### src/rtl/alu8_pkg.sv
package alu8_pkg;

    typedef enum logic [3:0] {
        OP_ADD = 4'd0,
        OP_ADC = 4'd1,
        OP_SUB = 4'd2,
        OP_SBC = 4'd3,
        OP_AND = 4'd4,
        OP_OR  = 4'd5,
        OP_EOR = 4'd6,
        OP_COM = 4'd7,
        OP_NEG = 4'd8,
        OP_INC = 4'd9,
        OP_DEC = 4'd10,
        OP_LSR = 4'd11,
        OP_ROR = 4'd12,
        OP_ASR = 4'd13,
        OP_BST = 4'd14,
        OP_BLD = 4'd15
    } alu_op_e;

    // status word bit positions
    localparam int FLG_C = 0;
    localparam int FLG_Z = 1;
    localparam int FLG_N = 2;
    localparam int FLG_V = 3;
    localparam int FLG_S = 4;
    localparam int FLG_H = 5;
    localparam int FLG_T = 6;
    localparam int FLG_I = 7;
    localparam int SW_W  = 8;

endpackage

### src/rtl/alu8_addsub.sv
module alu8_addsub #(
    parameter int DW = 8
) (
    input  logic [DW-1:0] a,
    input  logic [DW-1:0] b,
    input  logic          cin,
    input  logic          sub,
    output logic [DW-1:0] sum,
    output logic          cout,
    output logic          hc,
    output logic          ovf
);
    localparam int HB  = DW / 2;
    localparam int MSB = DW - 1;

    logic [DW:0] full;
    logic [HB:0] low;

    always_comb begin
        if (sub) begin
            full = {1'b0, a} - {1'b0, b} - {{DW{1'b0}}, cin};
            low  = {1'b0, a[HB-1:0]} - {1'b0, b[HB-1:0]} - {{HB{1'b0}}, cin};
        end else begin
            full = {1'b0, a} + {1'b0, b} + {{DW{1'b0}}, cin};
            low  = {1'b0, a[HB-1:0]} + {1'b0, b[HB-1:0]} + {{HB{1'b0}}, cin};
        end
        sum  = full[DW-1:0];
        cout = full[DW];
        hc   = low[HB];
        if (sub)
            ovf = (a[MSB] & ~b[MSB] & ~sum[MSB]) | (~a[MSB] & b[MSB] & sum[MSB]);
        else
            ovf = (a[MSB] & b[MSB] & ~sum[MSB]) | (~a[MSB] & ~b[MSB] & sum[MSB]);
    end

endmodule

### src/rtl/alu8_bitops.sv
module alu8_bitops
    import alu8_pkg::*;
#(
    parameter int DW = 8,
    localparam int SW = $clog2(DW)
) (
    input  alu_op_e       op,
    input  logic [DW-1:0] a,
    input  logic [DW-1:0] b,
    input  logic          cin,
    input  logic          tbit,
    input  logic [SW-1:0] bsel,
    output logic [DW-1:0] res
);
    logic [DW-1:0] ins;

    always_comb begin
        ins       = a;
        ins[bsel] = tbit;
        unique case (op)
            OP_AND:  res = a & b;
            OP_OR:   res = a | b;
            OP_EOR:  res = a ^ b;
            OP_COM:  res = ~a;
            OP_LSR:  res = {1'b0, a[DW-1:1]};
            OP_ROR:  res = {cin, a[DW-1:1]};
            OP_ASR:  res = {a[DW-1], a[DW-1:1]};
            OP_BLD:  res = ins;
            default: res = a;
        endcase
    end

endmodule

### src/rtl/alu8_status.sv
module alu8_status
    import alu8_pkg::*;
(
    input  logic            clk,
    input  logic            rst_n,
    input  logic            upd,
    input  logic [SW_W-1:0] next_flags,
    input  logic            we,
    input  logic [SW_W-1:0] wdata,
    output logic [SW_W-1:0] word
);
    always_ff @(posedge clk or negedge rst_n) begin
        if (!rst_n)
            word <= '0;
        else if (we)
            word <= wdata;
        else if (upd)
            word <= next_flags;
    end

endmodule

### src/rtl/alu8_core.sv
module alu8_core
    import alu8_pkg::*;
#(
    parameter int DW    = 8,
    parameter int IRQ_N = 4,
    localparam int SW   = $clog2(DW)
) (
    input  logic             clk,
    input  logic             rst_n,
    input  logic             op_valid,
    input  logic [3:0]       op_code,
    input  logic             use_imm,
    input  logic [DW-1:0]    reg_a,
    input  logic [DW-1:0]    reg_b,
    input  logic [DW-1:0]    imm,
    input  logic [SW-1:0]    bit_sel,
    output logic [DW-1:0]    result,
    input  logic             sreg_we,
    input  logic [SW_W-1:0]  sreg_wdata,
    output logic [SW_W-1:0]  sreg,
    input  logic [IRQ_N-1:0] irq_req,
    output logic [IRQ_N-1:0] irq_gated
);
    alu_op_e       op;
    logic [DW-1:0] opnd_b;
    logic [DW-1:0] as_a, as_b, as_sum, bo_res;
    logic          as_cin, as_sub, as_cout, as_hc, as_ovf;
    logic          is_arith;
    logic [SW_W-1:0] nf;

    assign op     = alu_op_e'(op_code);
    assign opnd_b = use_imm ? imm : reg_b;

    always_comb begin
        as_a     = reg_a;
        as_b     = opnd_b;
        as_cin   = 1'b0;
        as_sub   = 1'b0;
        is_arith = 1'b1;
        unique case (op)
            OP_ADD: ;
            OP_ADC: as_cin = sreg[FLG_C];
            OP_SUB: as_sub = 1'b1;
            OP_SBC: begin as_sub = 1'b1; as_cin = sreg[FLG_C]; end
            OP_NEG: begin as_a = '0; as_b = reg_a; as_sub = 1'b1; end
            OP_INC: as_b = DW'(1);
            OP_DEC: begin as_b = DW'(1); as_sub = 1'b1; end
            default: is_arith = 1'b0;
        endcase
    end

    alu8_addsub #(.DW(DW)) u_addsub (
        .a   (as_a),
        .b   (as_b),
        .cin (as_cin),
        .sub (as_sub),
        .sum (as_sum),
        .cout(as_cout),
        .hc  (as_hc),
        .ovf (as_ovf)
    );

    alu8_bitops #(.DW(DW)) u_bitops (
        .op  (op),
        .a   (reg_a),
        .b   (opnd_b),
        .cin (sreg[FLG_C]),
        .tbit(sreg[FLG_T]),
        .bsel(bit_sel),
        .res (bo_res)
    );

    assign result = is_arith ? as_sum : bo_res;

    always_comb begin
        nf = sreg;
        unique case (op)
            OP_ADD, OP_ADC, OP_SUB, OP_SBC, OP_NEG: begin
                nf[FLG_C] = as_cout;
                nf[FLG_H] = as_hc;
                nf[FLG_V] = as_ovf;
            end
            OP_INC, OP_DEC: nf[FLG_V] = as_ovf;
            OP_AND, OP_OR, OP_EOR: nf[FLG_V] = 1'b0;
            OP_COM: begin
                nf[FLG_V] = 1'b0;
                nf[FLG_C] = 1'b1;
            end
            OP_LSR, OP_ROR, OP_ASR: begin
                nf[FLG_C] = reg_a[0];
                nf[FLG_V] = result[DW-1] ^ reg_a[0];
            end
            OP_BST: nf[FLG_T] = reg_a[bit_sel];
            OP_BLD: ;
            default: ;
        endcase
        if (op != OP_BST && op != OP_BLD) begin
            nf[FLG_N] = result[DW-1];
            if (op == OP_SBC)
                nf[FLG_Z] = (result == '0) & sreg[FLG_Z];
            else
                nf[FLG_Z] = (result == '0);
            nf[FLG_S] = nf[FLG_N] ^ nf[FLG_V];
        end
    end

    alu8_status u_status (
        .clk       (clk),
        .rst_n     (rst_n),
        .upd       (op_valid),
        .next_flags(nf),
        .we        (sreg_we),
        .wdata     (sreg_wdata),
        .word      (sreg)
    );

    assign irq_gated = sreg[FLG_I] ? irq_req : '0;

endmodule

### config.mk
export PLATFORM = sky130hd
export DESIGN_NAME = alu8_core
export DESIGN_NICKNAME = d
export VERILOG_FILES = /design/src/rtl/alu8_pkg.sv /design/src/rtl/alu8_addsub.sv /design/src/rtl/alu8_bitops.sv /design/src/rtl/alu8_status.sv /design/src/rtl/alu8_core.sv
export SDC_FILE = /design/constraint.sdc
export NUM_CORES = 1
export LEC_CHECK = 0
export BUFFER_PORTS_ARGS = -buffer_cell sky130_fd_sc_hd__buf_4
export CAP_MARGIN = 20
export CORE_ASPECT_RATIO = 0.9
export CORE_MARGIN = 4
export CORE_UTILIZATION = 45
export DETAILED_ROUTE_END_ITERATION = 8
export PLACE_DENSITY = 0.76
export SLEW_MARGIN = 20
export SYNTH_ARGS = -nofsm -noshare
export SYNTH_HDL_FRONTEND = slang
export SYNTH_SLANG_ARGS = --single-unit
### constraint.sdc
create_clock -name clk -period 5.3 [get_ports clk]
set_input_delay 0.53 -clock clk [delete_from_list [all_inputs] [get_ports clk]]
set_output_delay 0.53 -clock clk [all_outputs]
set_load 0.01 [all_outputs]
* Word level (Yosys, flattened, before mapping) *
Cells that the tools add are included.
W data, S select, Z words.

word-level totals
  input bits = 48
  register bits after elaboration = 8
  output and inout bits = 20

operators by class
  multiplexer cells = 26
  bitwise logic cells = 20
  reduce and logical (&&, ||, !) cells = 20
  $lt $le $gt $ge = 2
  add/sub/neg operators = 8
  equality and inequality tests = 17

operator list
  cell                  number
  $pmux W8 S8           1
  $eq A4 B4 Y1 const B  8
  $mux W8               4
  $eq A4 B3 Y1 const B  4
  $pmux W8 S2           1
  $mux W1               10
  $add A8 B8 Y9         1
  $add A9 B1 Y9         1
  $and A1 B1 Y1         9
  $mux W9               1
  $sub A8 B8 Y9         1
  $sub A9 B1 Y9         1
  $and A8 B8 Y8         1
  $bwmux W8             1
  $eq A4 B2 Y1 const B  2
  $logic_not A8 Y1      1
  $ne A4 B4 Y1 const B  2
  $not A8 Y8            1
  $or A8 B8 Y8          1
  $reduce_and A2 Y1     4
  $reduce_bool A2 Y1    4
  $reduce_or A4 Y1      2
  $xor A8 B8 Y8         1
  $mux W7               1
  23 further kinds      30

* Logic depth before layout (Yosys ltp) *
  depth after elaboration = 15
  gate-level depth with buffers = 17

* Cells and area by module *
A second synthesis with hierarchy kept.

second synthesis, totals
  cells, all modules = 422
  area total of the unflattened synthesis = 3161.8 µm²

modules (own cells, without submodules)
  module       cells each  area each (µm²)  times used  sequential area each (µm²)
  alu8_bitops  145         996.0            1           0.0
  alu8_addsub  123         987.2            1           0.0
  alu8_core    120         805.8            1           0.0
  alu8_status  34          372.9            1           200.2

* Worst setup path before layout *
OpenSTA, ideal clock, no wires.

  kind = input to register
  start = input op_code[2]
  end = register u_status.word[1]
  arrival = 4.472 ns
  path buffers = 3
  setup slack = 0.736 ns
  setup time = 0.093 ns
  required time = 5.207 ns
  stages on the path = 17
  cells stage by stage = clkbuf_1 clkbuf_1 buf_1 nor3_1 inv_1 a22oi_1 fa_1 inv_1 fa_1 o21a_1 nor2_1 xor2_1 nand2_1 o211a_1 or4_1 or4b_1 o31ai_2

on the way
  cells in the longest elaborated chain, start to end = 13
  elaborated cells on any way between the ends = 42

RTL lines
  what                                            RTL line                              source
  start: declaration                              alu8_core.sv:11                       input logic [3:0] op_code,
  $eq A4 B4 Y1                                    alu8_core.sv:40                       unique case (op)
  $reduce_or A2 Y1 (no source line)               -
  $pmux W8 S2                                     alu8_core.sv:40
  $add A8 B8 Y9 or $sub A8 B8 Y9 (tied branches)  alu8_addsub.sv:24, alu8_addsub.sv:21
  $add A9 B1 Y9 or $sub A9 B1 Y9 (tied branches)  alu8_addsub.sv:24, alu8_addsub.sv:21
  $mux W9                                         alu8_addsub.sv:20                     if (sub) begin
  $mux W8                                         alu8_core.sv:73                       assign result = is_arith ? as_sum : bo_res;
  $logic_not A8 Y1                                alu8_core.sv:100, alu8_core.sv:102
  $and A1 B1 Y1                                   alu8_core.sv:100                      nf[FLG_Z] = (result == '0) & sreg[FLG_Z];
  $mux W1                                         alu8_core.sv:99                       if (op == OP_SBC)
  $mux W2                                         alu8_core.sv:97                       if (op != OP_BST && op != OP_BLD) begin
  $mux W7                                         alu8_status.sv:17                     else if (upd)
  $mux W8                                         alu8_status.sv:15                     else if (we)
  end signal: assignment                          alu8_status.sv:16                     word <= wdata;
  end signal: assignment                          alu8_status.sv:18                     word <= next_flags;
  end: declaration                                alu8_status.sv:10                     output logic [SW_W-1:0] word

Parallel ways exist; a longest one is shown, timed or not. The select of a mux whose other input is x is not followed.
A chain may end at the register's enable or synchronous reset.

* Worst setup path after layout *
  start = input op_code[3]
  end = output result[7]

on the way
  cells in the longest elaborated chain, start to end = 7
  elaborated cells on any way between the ends = 31

RTL lines
  what                                            RTL line                              source
  $eq A4 B4 Y1                                    alu8_core.sv:40
  $reduce_or A2 Y1 (no source line)               -
  $pmux W8 S2                                     alu8_core.sv:40
  $add A8 B8 Y9 or $sub A8 B8 Y9 (tied branches)  alu8_addsub.sv:24, alu8_addsub.sv:21
  $add A9 B1 Y9 or $sub A9 B1 Y9 (tied branches)  alu8_addsub.sv:24, alu8_addsub.sv:21
  $mux W9                                         alu8_addsub.sv:20
  $mux W8 (*)                                     alu8_core.sv:73
  end: declaration                                alu8_core.sv:17                       output logic [DW-1:0] result,

Every way passes the cells marked *; elsewhere a longest branch is shown, timed or not.

==> impl_metrics.csv <==
group,metric,value,unit
floorplan,io_pins,68,
sta,relSlewSlack,0.446,
sta,setup_viol,0,
sta,rsz0062_at_grt,"false",
floorplan,start_util,0.465,
sta,worst_slew_pin_slew,826,ps
grt,grt_pass1_wl,15800,um
synthesis,synth_area,0.00306,mm2
synthesis,syn_area_per_cell,6.91,um2
flow_run,drv_cap,0,
clock_network,max-clock-path-buffers,2,
setup_path,crit_required,4770,ps
setup_path,reg2reg_from,"u_status.word[0]$_DFFE_PN0P_",
power_and_ir_drop,p_switching,280,uW
setup_path,cp-endpoint,"result[7]",
layout,top_regs,"u_status.word x8",
status,outcome,"completed",
drt,dr.pass1.iters,6,
sta,postLayoutSetupSlackWorst,485,ps
grt,antenna_found_initial,0,
drt,wire_per_inst,17.0,um
synthesis,ys_seq_elements,8,
clock_network,root_buffer,"clkbuf_8",
layout,layout-drive-gt1-share,0.178,
clock_network,hold_buffers,0,
sta,setup-tns-final,0,ps
power_and_ir_drop,p_int,311,uW
floorplan,die_h,86.2,um
floorplan,die_w,94.9,um
layout,largest_reg_flops,8,
sta,drv_slew,0,
setup_path,r2r_slack,1510,ps
synthesis,yosys-top-cells-area,"ha_1 (16%), mux2i_1 (7.5%), dfrtp_1 (6.5%)",
layout,fillers,665,
grt,overflow,0,
hold_path,hold_path.class,"in2async",
synthesis,synthArstFlopShare,1.00,
synthesis,synth-edff-count,0,
setup_path,worstReg2RegEnd,"u_status.word[1]$_DFFE_PN0P_",
drt,drtIter0Drc,355,
setup_path,crit_type,"in2out",
setup_path,ff2ff_path_depth,12,
grt,grt_max_degree,43,
sta,finalCritPeriodShare,0.909,
setup_path,crit_start,"op_code[3]",
clock_network,clk_pin_slew_worst_paths,40,ps
setup_path,startpoint_type,"input pin",
layout,largest_register,"u_status.word",
clock_network,clk_latency,230,ps
clock_network,cts_tree,"yes",
synthesis,synth_top_area_cell,"ha_1",
power_and_ir_drop,p_clk_frac,0.121,
clock_network,cts_resized,0,
grt,track_usage,0.236,
layout,diodes,0,
power_and_ir_drop,power_density,164,mW/mm2
synthesis,synth_nets,533,
floorplan,rows,28,
setup_path,arrival,4290,ps
sta,clock.fmax,208,MHz
power_and_ir_drop,ir_worst_vdd,0.0790,mV
setup_path,cp-end-kind,"output pin",
clock_network,clkSinkCount,8,
grt,grt_pass1_vias,3307,
synthesis,ys_types,66,
synthesis,synth-main-ff-cell,"dfrtp_1",
synthesis,syn_inst,443,
power_and_ir_drop,p_leak,0.00171,uW
power_and_ir_drop,combPwrFrac,0.749,
power_and_ir_drop,switching_share,0.473,
power_and_ir_drop,seq_power_share,0.130,
layout,final_net_count,576,
place,numPortBuffers,67,
place,routabilityCongestion,0.963,
drt,vias,3512,
synthesis,yosysTopAreaCellShare,0.155,
place,place_ws,558,ps
drt,routed_wirelength,9780,um
drt,ant_nets,0,
setup_path,critPathMaxFanout,31,
floorplan,dieArea,0.00819,mm2
sta,period_needed,4820,ps
synthesis,synth_seq_area_share,0.0654,
sta,hold_viol,0,
clock_network,post_cts_buffers,0,
place,hpwl,7630,um
drt,via_per_inst,6.12,
layout,area_growth,17.7,%
synthesis,yosysWarnings,0,
clock_network,htreeDepth,1,
clock_network,numCtsBuffers,3,
drt,drc,0,
floorplan,core_area,0.00659,mm2
sta,fin_worst_skew,2.42,ps
==> power groups by stage <==
stage	registers, uW	logic (uW)	clock network, uW
6_report	76.8	442	71.8
3_5_place_dp	77.2	433	0
4_1_cts	76.4	435	73.0
5_1_grt	77.6	486	76.8
3_3_place_gp	77.3	424	0
2_1_floorplan	76.3	299	0
==> worst min path at each step <==
| stage | start | slack, ps | cells past startpoint | to |
|---|---|---|---|---|
| global route | rst_n | 110 | 1 | u_status.word[3]$_DFFE_PN0P_ |
| global placement | rst_n | 350 | 1 | u_status.word[4]$_DFFE_PN0P_ |
| CTS | rst_n | 110 | 1 | u_status.word[3]$_DFFE_PN0P_ |
| floorplan | rst_n | 230 | 0 | u_status.word[0]$_DFFE_PN0P_ |
| detailed placement | rst_n | 350 | 1 | u_status.word[3]$_DFFE_PN0P_ |
| finish | rst_n | 110 | 1 | u_status.word[3]$_DFFE_PN0P_ |
==> metal layers <==
metal	track usage	part of all wire	wire (um)	vias to the layer above
met2	0.382	0.44	4280	217
met3	0.0191	0.095	929	26
li1	-	-	-	1670
met4	0.0642	0.022	218	0
met5	0	0	0	-
met1	0.336	0.45	4350	1599
==> cell usage in the layout (no fill, tap or decap), types with 3 or more instances in the layout <==
master | netlist | final
o21a_1 | 5 | 5
xnor2_1 | 7 | 7
nand2_1 | 46 | 46
nand2b_1 | 4 | 4
fa_1 | 4 | 4
nand3_1 | 3 | 3
nand3b_1 | 6 | 6
nor2b_1 | 7 | 7
o211ai_1 | 5 | 5
o21ai_0 | 35 | 35
a22oi_1 | 4 | 4
mux2_2 | 4 | 4
a21oi_1 | 31 | 31
a211o_1 | 3 | 3
nor2_1 | 26 | 26
and3b_1 | 3 | 3
a31oi_1 | 5 | 5
nor3_1 | 10 | 10
o22ai_1 | 12 | 12
o21ai_1 | 4 | 4
nor3b_1 | 10 | 10
a21o_1 | 5 | 5
nand4_1 | 3 | 3
buf_4 | 2 | 70
a221oi_1 | 4 | 4
mux2i_1 | 23 | 23
xor2_1 | 5 | 5
clkbuf_8 | 0 | 3
ha_1 | 38 | 38
dfrtp_1 | 8 | 8
inv_1 | 45 | 45
and2_1 | 7 | 7
==> cells by family (layout without fill, tap and decap cells) <==
logic type / Yosys count / count (layout) / synth area share
and+or+nand+nor: 137 / 137 / 0.231
xor gates and xnor gates: 12 / 12 / 0.0343
DFF: 8 / 8 / 0.0654
AOI/OAI and AO/OA: 139 / 139 / 0.296
buffers and inverters: 78 / 119 / 0.102
adders and majority gates: 42 / 42 / 0.182
muxes: 27 / 27 / 0.0899
==> layout make-up <==
type / count / area (um2) / share of cell area
Tap cell: 90 / 113 / 0.0313
Inverter: 46 / 173 / 0.0480
Multi-Input combinational cell: 357 / 2550 / 0.708
Timing Repair Buffer: 70 / 526 / 0.146
Sequential cell: 8 / 200 / 0.0556
Clock buffer: 3 / 41.3 / 0.0115
==> through the flow <==
| stage | power, uW | utilization | instances | hold WS (ps) | cell area (um2) |
|---|---|---|---|---|---|
| final | 591 | 0.547 | 574 | 110 | 3600 |
| after global routing | 641 | 0.547 | 574 | 112 | 3600 |
| after CTS | 585 | 0.547 | 574 | 111 | 3600 |
| after detailed placement | 510 | 0.540 | 571 | 351 | 3560 |
| after global placement | 501 | 0.540 | 571 | 351 | 3560 |
| after floorplan | 376 | - | 443 | 234 | 3060 |
==> synth_stat cells, types with 2 or more instances <==
master     instances
a211o_1            3
mux2i_1           23
inv_1             45
o211ai_1           5
a22o_1             2
nand3b_1           6
o21ai_0           35
nor3_1            10
or2_2              2
buf_2              3
buf_1              4
xnor2_1            7
nor2b_1            7
nor2_1            26
a221oi_1           4
o2111ai_1          2
o21ai_1            4
nand4_1            3
nor3b_1           10
mux2_2             4
and2_1             7
nand2b_1           4
dfrtp_1            8
nand2_1           46
a32oi_1            2
or4b_1             2
o21a_1             5
and3b_1            3
clkbuf_1          22
nor4_1             2
a21oi_1           31
xor2_1             5
a22oi_1            4
o22ai_1           12
a31oi_1            5
buf_4              2
o221ai_1           2
fa_1               4
ha_1              38
o221a_2            2
nand3_1            3
a21o_1             5
==> worst max-delay path: stages <==
cell and delay [ps]:
buf_4 290, or4b_1 790, o22ai_1 350, ha_1 290, inv_1 140, ha_1 300
and3_1 220, a2111o_1 480, a21o_1 190, a21oi_2 140, xnor2_1 80, o221a_2 330
buf_4 160
(Power assumes the default switching activity.)
